$ cat config.mk
export PLATFORM = sky130hd
export DESIGN_NAME = ctx_shadow
export DESIGN_NICKNAME = d
export VERILOG_FILES = /design/src/rtl/ctx_shadow.sv
export SDC_FILE = /design/constraint.sdc
export NUM_CORES = 1
export LEC_CHECK = 0
export ABC_AREA = 1
export BUFFER_PORTS_ARGS = -buffer_cell sky130_fd_sc_hd__buf_4
export CORE_ASPECT_RATIO = 0.9
export CORE_MARGIN = 3
export CORE_UTILIZATION = 54
export DETAILED_ROUTE_END_ITERATION = 16
export GPL_TIMING_DRIVEN = 0
export PLACE_DENSITY = 0.79
export SYNTH_ARGS = -nofsm -noshare
export SYNTH_HDL_FRONTEND = slang
export SYNTH_SLANG_ARGS = --single-unit
$ cat constraint.sdc
create_clock -name clk -period 1.3 [get_ports clk]
set_clock_uncertainty 0.1 [all_clocks]
set_input_delay 0.26 -clock clk [delete_from_list [all_inputs] [get_ports clk]]
set_output_delay 0.26 -clock clk [all_outputs]
set_load 0.005 [all_outputs]
$ cat src/rtl/ctx_shadow.sv
module ctx_shadow #(
  parameter int W_W  = 8,
  parameter int ST_W = 5,
  parameter int BK_W = 4
) (
  input  logic            clk,
  input  logic            rst_n,
  input  logic            irq_take,
  input  logic [W_W-1:0]  live_w,
  input  logic [ST_W-1:0] live_status,
  input  logic [BK_W-1:0] live_bank,
  input  logic            ret_req,
  input  logic            ret_fast,
  output logic [W_W-1:0]  rs_w,
  output logic [ST_W-1:0] rs_status,
  output logic [BK_W-1:0] rs_bank,
  output logic            rs_stb,
  output logic            ctx_lost
);

  localparam int CTX_W = W_W + ST_W + BK_W;

  logic [CTX_W-1:0] shadow;
  logic [CTX_W-1:0] restore_q;
  logic             armed;
  logic             do_restore;

  assign do_restore = ret_req & ret_fast & ~irq_take;

  always_ff @(posedge clk or negedge rst_n) begin
    if (!rst_n) begin
      shadow <= '0;
      armed  <= 1'b0;
      ctx_lost <= 1'b0;
    end else if (irq_take) begin
      shadow   <= {live_w, live_status, live_bank};
      armed    <= 1'b1;
      ctx_lost <= armed;
    end else if (do_restore) begin
      armed <= 1'b0;
    end
  end

  always_ff @(posedge clk or negedge rst_n) begin
    if (!rst_n) begin
      restore_q <= '0;
      rs_stb    <= 1'b0;
    end else begin
      rs_stb <= do_restore;
      if (do_restore) restore_q <= shadow;
    end
  end

  assign {rs_w, rs_status, rs_bank} = restore_q;

  p_capture_r2: assert property (@(posedge clk) disable iff (!rst_n)
    irq_take |=> shadow == {$past(live_w), $past(live_status), $past(live_bank)});

  p_strobe_r3: assert property (@(posedge clk) disable iff (!rst_n)
    (ret_req && ret_fast && !irq_take) |=> rs_stb && ({rs_w, rs_status, rs_bank} == $past(shadow)));

  p_plain_r4: assert property (@(posedge clk) disable iff (!rst_n)
    (ret_req && !ret_fast) |=> !rs_stb);

  p_hold_r5: assert property (@(posedge clk) disable iff (!rst_n)
    !(ret_req && ret_fast && !irq_take) |=> !rs_stb && $stable({rs_w, rs_status, rs_bank}));

  p_prio_r6: assert property (@(posedge clk) disable iff (!rst_n)
    (irq_take && ret_req && ret_fast) |=> !rs_stb && armed);

  p_lost_r8: assert property (@(posedge clk) disable iff (!rst_n)
    irq_take |=> ctx_lost == $past(armed));

  p_ignore_r9: assert property (@(posedge clk) disable iff (!rst_n)
    !irq_take |=> $stable(shadow));

endmodule

==> results of run 1 <==
-- report_power, final --
group	leakage (nW)	internal [W]	switching, W	total (W)
registers	0.459	0.00129	0.0000835	0.00138
logic	0.586	0.000248	0.000203	0.000452
clock network	0.0413	0.000313	0.000365	0.000679
-- placed cells by master, fill, tap and decap left out, drive strengths merged --
master,Yosys,layout
nor2,2,2
clkbuf,0,7
nand2,88,88
buf,10,50
nand3,1,1
clkinv,0,1
dlygate4sd3,0,6
nand4,17,17
dfrtp,37,37
inv,2,2
-- repair_timing --
item	in CTS	in global routing
hold buffers	2	4
setup buffers	0	2
endpoints found under the setup margin	0	2
endpoints found under the hold margin	38	4
-- routing by layer --
layer	share of wire	wire, um	vias up	GRT usage
met2	0.46	1410	36	0.293
met5	0	0	-	0
met3	0.050	154	7	0.0701
met1	0.47	1440	559	0.279
met4	0.021	65	0	0.0836
li1	-	-	604	-
-- how the worst max path moves through the flow --
stage,slack [ps],endpoint,cells past startpoint
2_1_floorplan,340,restore_q[10]$_DFFE_PN0P_,5
3_3_place_gp,170,restore_q[12]$_DFFE_PN0P_,6
3_5_place_dp,120,restore_q[14]$_DFFE_PN0P_,6
4_1_cts,40,rs_status[4],1
5_1_grt,0.3,rs_w[5],1
6_report,50,rs_w[5],1
-- kinds of logic after synthesis --
kind of cell | share of synthesized area
AND/OR/NAND/NOR | 0.315
flip-flops | 0.632
buffers and inverters | 0.0521
-- registers in the layout, indices dropped and copies added (netlist names) --
| signal | flops |
|---|---|
| ctx_lost | 1 |
| rs_stb | 1 |
| restore_q | 17 |
| armed | 1 |
| shadow | 17 |
-- through the flow --
stage / power (W) / cells
after floorplan: 0.00156 / 157
after global placement: 0.00180 / 223
after detailed placement: 0.00183 / 223
after CTS: 0.00250 / 233
after global routing: 0.00267 / 239
final: 0.00251 / 239
-- Yosys cell counts --
master	number
dfrtp_1	37
nand2_1	88
inv_1	1
buf_2	4
nor2_1	2
buf_4	5
inv_2	1
nand3_4	1
nand4_1	17
buf_6	1
-- cell type report --
| class | instances | area [um2] | share of cell area |
|---|---|---|---|
| Clock buffer | 7 | 65.1 | 0.0337 |
| Multi-Input combinational cell | 108 | 462 | 0.239 |
| Clock inverter | 1 | 5.00 | 0.00259 |
| Timing Repair Buffer | 46 | 360 | 0.187 |
| Tap cell | 28 | 35.0 | 0.0182 |
| Inverter | 2 | 7.51 | 0.00389 |
| Sequential cell | 37 | 926 | 0.480 |
| Buffer | 10 | 68.8 | 0.0357 |
==> run_results.csv, run 1 <==
group,metric,value,unit
hold_path,min_from,"live_status[4]",
power,ir_drop,1.02,mV
drt,vias,1206,
floorplanning,die_height,55.4,um
synth,synth-seq-area-share,0.632,
hold_path,holdPathStages,3,
placed_design,gp_congestion,0.800,
drt,ant_nets,0,
grt,grt_use_total,0.204,
timing,worstMarginPinSlew,439,ps
timing,finalHoldViolations,0,
synth,synth.distinct_cells,10,
critical_path,cp_max_fo,2,
floorplanning,core_area,2510,um2
placed_design,dp_hpwl,2250,um
finish,final_area,1930,um2
job,maxCapViolCount,0,
critical_path,cp.required,940,ps
clocking,clockBufferDepth,2,
drt,drt_iter0_drc,46,
power,p_leak,1.09,nW
drt,wl_per_cell,12.8,um
grt,grt_max_degree,38,
synth,yosysTopAreaCell,"dfrtp_1",
synth,synth-seq-cells,37,
clocking,cts_resized,0,
critical_path,reg2regPathDepth,3,
clocking,cts_inserted_buffers,5,
clocking,clkTransAtPathRegs,110,ps
timing,setup_viol,0,
synth,synthDominantCellAreaShare,0.632,
timing,max_freq,0.802,GHz
timing,period_needed,1250,ps
clocking,cts_tree,"done",
placed_design,place_area,1780,um2
drt,drt_wl_total,3070,um
placed_design,place_worst_setup_slack,117,ps
floorplanning,row_count,17,
critical_path,start_kind,"flop",
critical_path,r2r_slack,470,ps
finish,antenna_cells,0,
clocking,insertion_delay,340,ps
grt,antenna_found_initial,0,
floorplanning,initial_core_util,0.583,
synth,syn_area,1460,um2
floorplanning,die_area,3370,um2
synth,synthesis.nets,179,
clocking,clock-root-buffer,"clkbuf_4",
synth,syn_avg_cell_area,9.32,um2
grt,grt_pass1_wl,4990,um
synth,yosysWarningCount,0,
timing,rsz0062_at_grt,"false",
grt,overflow,0,
synth,syn_inst,157,
critical_path,critical_path_buf_inv_count,1,
grt,grt_pass1_vias,1090,
hold_path,min-delay-path-class,"input pin to flop",
synth,synth_area_leaders,"dfrtp_1 (63%), nand2_1 (23%), nand4_1 (7.3%), buf_4 (2.6%), buf_2 (1.4%)",
clocking,htreeDepth,2,
status,status,"finished, final reports clean",
power,powerDensity,1300,nW/um2
critical_path,setup.worst_path.class,"flop to primary output",
critical_path,critical_path_arrival,890,ps
drt,dr.pass1.iters,4,
finish,drive_above_1_share,0.284,
critical_path,cp_slowest_cell,"dfrtp_1",
critical_path,r2r_end,"restore_q[9]$_DFFE_PN0P_",
floorplanning,pin_count,41,
timing,holdWs,17.3,ps
placed_design,io_buffers,38,
critical_path,cp_slowest_stage_delay,400,ps
finish,nNetsFinal,232,
drt,routed_via_density,5.05,
critical_path,crit_start,"restore_q[14]$_DFFE_PN0P_",
drt,drc,0,
timing,final.period_utilization,0.959,
timing,fin_tns_setup,0,ps
critical_path,r2r_start,"restore_q[9]$_DFFE_PN0P_",
critical_path,cpLargestDelayFamily,"flip-flops",
critical_path,cp_cell_sequence,"buf_4",
floorplanning,die_w,60.9,um
finish,area_delta_synth_final,31.8,%
timing,relSlewSlack,0.707,
timing,setup_ws,53.7,ps
finish,finish.utilization,0.769,
finish,nFillCells,201,
clocking,cts_sinks,37,
critical_path,endpoint_kind,"primary output",
hold_path,hold_path_end,"shadow[8]$_DFFE_PN0P_",
timing,slew_violations,0,
No activity file was read; power rests on OpenSTA's default activity.
==> inputs of run 2 (changes only) <==
Settings changed: SETUP_SLACK_MARGIN set to 0.4.
==> run_results.csv, run 2 (synthesis gave the netlist of run 1 again) <==
group,metric,value,unit
grt,antenna_found_initial,0,
critical_path,cp_slowest_cell,"dfrtp_1",
finish,nFillCells,139,
floorplanning,die_area,3370,um2
hold_path,holdPathStages,3,
power,ir_drop,0.860,mV
floorplanning,row_count,17,
status,status,"finished, final reports clean",
critical_path,reg2regPathDepth,4,
finish,drive_above_1_share,0.320,
clocking,insertion_delay,350,ps
floorplanning,core_area,2510,um2
finish,final_common_cell,"nand2_1",
timing,rsz0062_at_grt,"true",
critical_path,crit_start,"restore_q[9]$_DFFE_PN0P_",
drt,routed_via_density,5.16,
critical_path,start_kind,"flop",
drt,dr.pass1.iters,5,
finish,final_cell_mix,"nand2_1 (86), dfrtp_1 (37), buf_4 (30), buf_6 (23), nand4_1 (17)",
power,swShare,0.281,
clocking,cts_tree,"done",
grt,grt_max_degree,38,
critical_path,r2r_end,"restore_q[13]$_DFFE_PN0P_",
power,power,0.00261,W
finish,reg.largest.list,"restore_q: 17 flops, shadow: 17 flops",
drt,vias,1291,
drt,wl_per_cell,14.4,um
timing,worstMarginPinSlew,319,ps
timing,relSlewSlack,0.788,
placed_design,place_area,1800,um2
critical_path,cp_cell_sequence,"buf_6",
finish,nNetsFinal,243,
grt,grt_use_total,0.217,
critical_path,critical_path_buf_inv_count,1,
power,p_int,0.00187,W
drt,drt_wl_total,3600,um
critical_path,r2r_slack,390,ps
floorplanning,initial_core_util,0.583,
critical_path,cpLargestDelayFamily,"flip-flops",
clocking,htreeDepth,2,
drt,ant_nets,0,
clocking,clock-root-buffer,"clkbuf_4",
power,p_sw,0.000731,W
job,maxCapViolCount,0,
drt,drc,0,
clocking,cts_inserted_buffers,5,
grt,grt_pass1_wl,5240,um
power,power_frac_clock,0.225,
critical_path,setup.worst_path.class,"flop to primary output",
hold_path,min-delay-path-class,"input pin to flop",
finish,antenna_cells,0,
finish,final_area,2110,um2
finish,area_delta_synth_final,44.1,%
hold_path,min_from,"live_bank[0]",
drt,drt_iter0_drc,57,
power,combPwrFrac,0.236,
timing,max_freq,0.792,GHz
timing,final.period_utilization,0.972,
floorplanning,die_height,55.4,um
timing,finalHoldViolations,0,
critical_path,endpoint_kind,"primary output",
timing,setup_viol,0,
critical_path,cp_slowest_stage_delay,430,ps
floorplanning,die_w,60.9,um
timing,slew_violations,0,
floorplanning,pin_count,41,
grt,grt_pass1_vias,1145,
hold_path,hold_path_end,"shadow[0]$_DFFE_PN0P_",
finish,multi_input_area,467,um2
placed_design,io_buffers,38,
placed_design,gp_congestion,0.755,
critical_path,cp_max_fo,2,
critical_path,r2r_start,"restore_q[13]$_DFFE_PN0P_",
clocking,cts_sinks,37,
power,p_seq_frac,0.538,
clocking,clockBufferDepth,2,
power,powerDensity,1230,nW/um2
timing,period_needed,1260,ps
critical_path,critical_path_arrival,900,ps
grt,overflow,0,
clocking,clkTransAtPathRegs,110,ps
finish,register_area,926,um2
power,p_leak,1.17,nW
placed_design,dp_hpwl,2210,um
critical_path,cp.required,940,ps
run 2: changes by cell type in the layout (fill, tap and decap cells not counted), moves of 2 or more:
cell | previous run | this run
buf_4 | 45 | 30
buf_6 | 1 | 23
buf_8 | 0 | 2
clkbuf_8 | 2 | 0
nand2_1 | 88 | 86
nand2_2 | 0 | 2
run 2: tightest hold or removal path: stages:
cell and delay (ps):
buf_4 80, nand2_1 40, nand2_1 50
run 2: metal layers:
layer / share of wire / wire [um] / track usage / vias to the layer above
met2: 0.51 / 1850 / 0.342 / 54
li1: - / - / - / 628
met3: 0.067 / 241 / 0.0771 / 6
met4: 0.020 / 72 / 0.0743 / 0
met5: 0 / 0 / 0 / -
met1: 0.40 / 1430 / 0.272 / 603
run 2: worst max path at each step:
stage                     slack (ps)                   endpoint  cells past startpoint
after floorplan                  380  restore_q[10]$_DFFE_PN0P_                      5
after global placement           220  restore_q[11]$_DFFE_PN0P_                      6
after detailed placement         180  restore_q[14]$_DFFE_PN0P_                      6
after CTS                         30                    rs_w[2]                      1
after global routing              -9                    rs_w[0]                      1
final                             40                    rs_w[0]                      1
run 2: timing repair:
action / CTS / global route
hold endpoints to repair: 41 / 3
resized for setup: 19 / 6
pin swaps: 0 / 1
hold buffers: 5 / 3
endpoints found under the setup margin: 19 / 40
setup buffers: 3 / 8
run 2: area by class of cell:
type,instances,area share
clock buffers,5,0.0178
repair buffers,57,0.253
inverters,2,0.00474
well taps,28,0.0166
multi-input cells,108,0.221
plain buffers,10,0.0397
flip-flops and latches,37,0.439
clock inverters,3,0.00830
run 2: power groups by stage:
stage | registers [W] | clock network, W | logic, W
after CTS | 0.00139 | 0.000595 | 0.000526
after detailed placement | 0.00140 | 0 | 0.000435
after floorplan | 0.00139 | 0 | 0.000175
final | 0.00140 | 0.000587 | 0.000616
after global routing | 0.00141 | 0.000651 | 0.000683
after global placement | 0.00139 | 0 | 0.000417
run 2: per-stage QoR:
stage	utilization	hold WS [ps]	instances	setup WS [ps]	setup TNS (ps)
2_1_floorplan	-	-136	157	385	0
3_3_place_gp	0.718	129	223	223	0
3_5_place_dp	0.718	137	223	182	0
4_1_cts	0.797	0.148	239	34.8	0
5_1_grt	0.840	14.4	250	-8.81	-16.0
6_report	0.840	4.58	250	36.8	0
==> inputs of run 3 (changes only) <==
Settings changed: CORE_ASPECT_RATIO 0.9 to 2, GPL_TIMING_DRIVEN 0 to 1.
==> run_results.csv, run 3 (synthesis gave the netlist of run 1 again) <==
group,metric,value,unit
timing,setup_viol,0,
grt,grt_max_degree,38,
clocking,insertion_delay,280,ps
finish,reg.largest.list,"restore_q: 17 flops, shadow: 17 flops",
grt,antenna_found_initial,0,
timing,holdWs,-173,ps
critical_path,start_kind,"flop",
clocking,clkTransAtPathRegs,60,ps
floorplanning,pin_count,41,
critical_path,cp_slowest_cell,"dfrtp_1",
floorplanning,row_count,26,
power,ir_drop,1.27,mV
floorplanning,die_area,3410,um2
timing,max_freq,0.846,GHz
critical_path,setup.worst_path.class,"flop to primary output",
floorplanning,die_w,42.8,um
critical_path,r2r_start,"restore_q[0]$_DFFE_PN0P_",
timing,fin_tns_setup,0,ps
timing,finalHoldViolations,37,
finish,final_common_cell,"nand2_1",
finish,final_cell_mix,"nand2_1 (83), dfrtp_1 (37), buf_4 (37), buf_6 (24), nand4_1 (17)",
critical_path,cp_slowest_stage_delay,410,ps
timing,setup_ws,118,ps
status,status,"finished with violations",
critical_path,cp.required,940,ps
grt,grt_pass1_vias,1220,
timing,rsz0062_at_grt,"true",
clocking,htreeDepth,2,
timing,slew_violations,0,
floorplanning,die_height,79.6,um
power,p_leak,1.17,nW
finish,antenna_cells,0,
finish,drive_above_1_share,0.353,
drt,dr.pass1.iters,4,
finish,fin_cells,246,
clocking,cts_sinks,37,
drt,ant_nets,0,
critical_path,cp_cell_sequence,"buf_6",
critical_path,critical_path_buf_inv_count,1,
critical_path,endpoint_kind,"primary output",
placed_design,io_buffers,40,
finish,nNetsFinal,240,
clocking,cts_tree,"done",
grt,overflow,0,
critical_path,cp_max_fo,2,
placed_design,place_worst_setup_slack,163,ps
clocking,clock-root-buffer,"clkbuf_8",
drt,drc,0,
critical_path,cpLargestDelayFamily,"flip-flops",
job,maxCapViolCount,0,
grt,grt_use_total,0.218,
timing,worstMarginPinSlew,452,ps
drt,vias,1339,
clocking,cts_inserted_buffers,5,
hold_path,min-delay-path-class,"input pin to async pin",
floorplanning,core_area,2570,um2
power,power,0.00287,W
grt,grt_pass1_wl,5450,um
critical_path,critical_path_arrival,820,ps
floorplanning,initial_core_util,0.570,
timing,relSlewSlack,0.698,
drt,wl_per_cell,15.4,um
drt,routed_via_density,5.44,
timing,final.period_utilization,0.910,
power,powerDensity,1340,nW/um2
drt,drt_iter0_drc,48,
clocking,clockBufferDepth,2,
placed_design,dp_hpwl,2190,um
status,violations,"negative hold slack",
critical_path,crit_start,"restore_q[0]$_DFFE_PN0P_",
placed_design,gp_congestion,0.759,
timing,period_needed,1180,ps
placed_design,placed_cells,217,
finish,area_delta_synth_final,46.2,%
drt,drt_wl_total,3790,um
## run 3: cell count changes in the layout (fill, tap and decap cells not counted), moves of 2 or more
cell	before	now
clkbuf_4	5	0
clkinv_2	2	0
nand2_1	86	83
buf_8	2	0
nand2_2	2	4
buf_4	30	37
buf_2	4	0
clkbuf_8	0	6
dlygate4sd3_1	7	0
## run 3: timing repair
item	CTS	global route
cloned	0	2
endpoints found under the hold margin	37	37
buffers inserted	9	11
pin swaps	0	2
gates resized for setup	19	11
setup endpoints to repair	19	25
## run 3: power by group
part / switching (W) / internal [W] / total [W]
clock network: 0.000357 / 0.000420 / 0.000777
registers: 0.000102 / 0.00130 / 0.00140
logic: 0.000264 / 0.000427 / 0.000691
total: 0.000723 / 0.00214 / 0.00287
## run 3: layout make-up
cell class | count | area [um2]
flip-flops and latches | 37 | 926
repair buffers | 63 | 593
multi-input cells | 109 | 489
fillers | 148 | 430
clock buffers | 7 | 86.3
well taps | 28 | 35.0
inverters | 2 | 10.0
## run 3: path summary, 6_finish.rpt
kind                                            end  slack [ps]  cells past startpoint
setup reg to reg           restore_q[0]$_DFFE_PN0P_         320                      4
setup / recovery                         rs_bank[0]         120                      1
hold reg to reg               shadow[1]$_DFFE_PN0P_         380                      2
min in group clk             shadow[16]$_DFFE_PN0P_          80                      3
max in group asynchronous     shadow[1]$_DFFE_PN0P_         950                      1
hold / removal                shadow[6]$_DFFE_PN0P_        -170                      1
## run 3: layer usage
metal / up-vias / routed length [um] / global-route usage
li1: 624 / - / -
met4: 0 / 129 / 0.106
met3: 16 / 234 / 0.0587
met1: 637 / 1260 / 0.236
met2: 62 / 2170 / 0.378
met5: - / 0 / 0
## run 3: worst reg2reg max path, stage by stage, from the launching register on
cell and delay, ps:
dfrtp_1 410, buf_4 150, buf_6 100, nand2_2 50, nand2_1 50
## run 3: stage by stage
| step | hold WS [ps] | utilization | cell area [um2] |
|---|---|---|---|
| final | -173 | 0.833 | 2140 |
| after global routing | -146 | 0.833 | 2140 |
| after floorplan | -136 | - | 1480 |
| after CTS | -165 | 0.773 | 1990 |
| after global placement | 135 | 0.685 | 1760 |
| after detailed placement | 140 | 0.685 | 1760 |
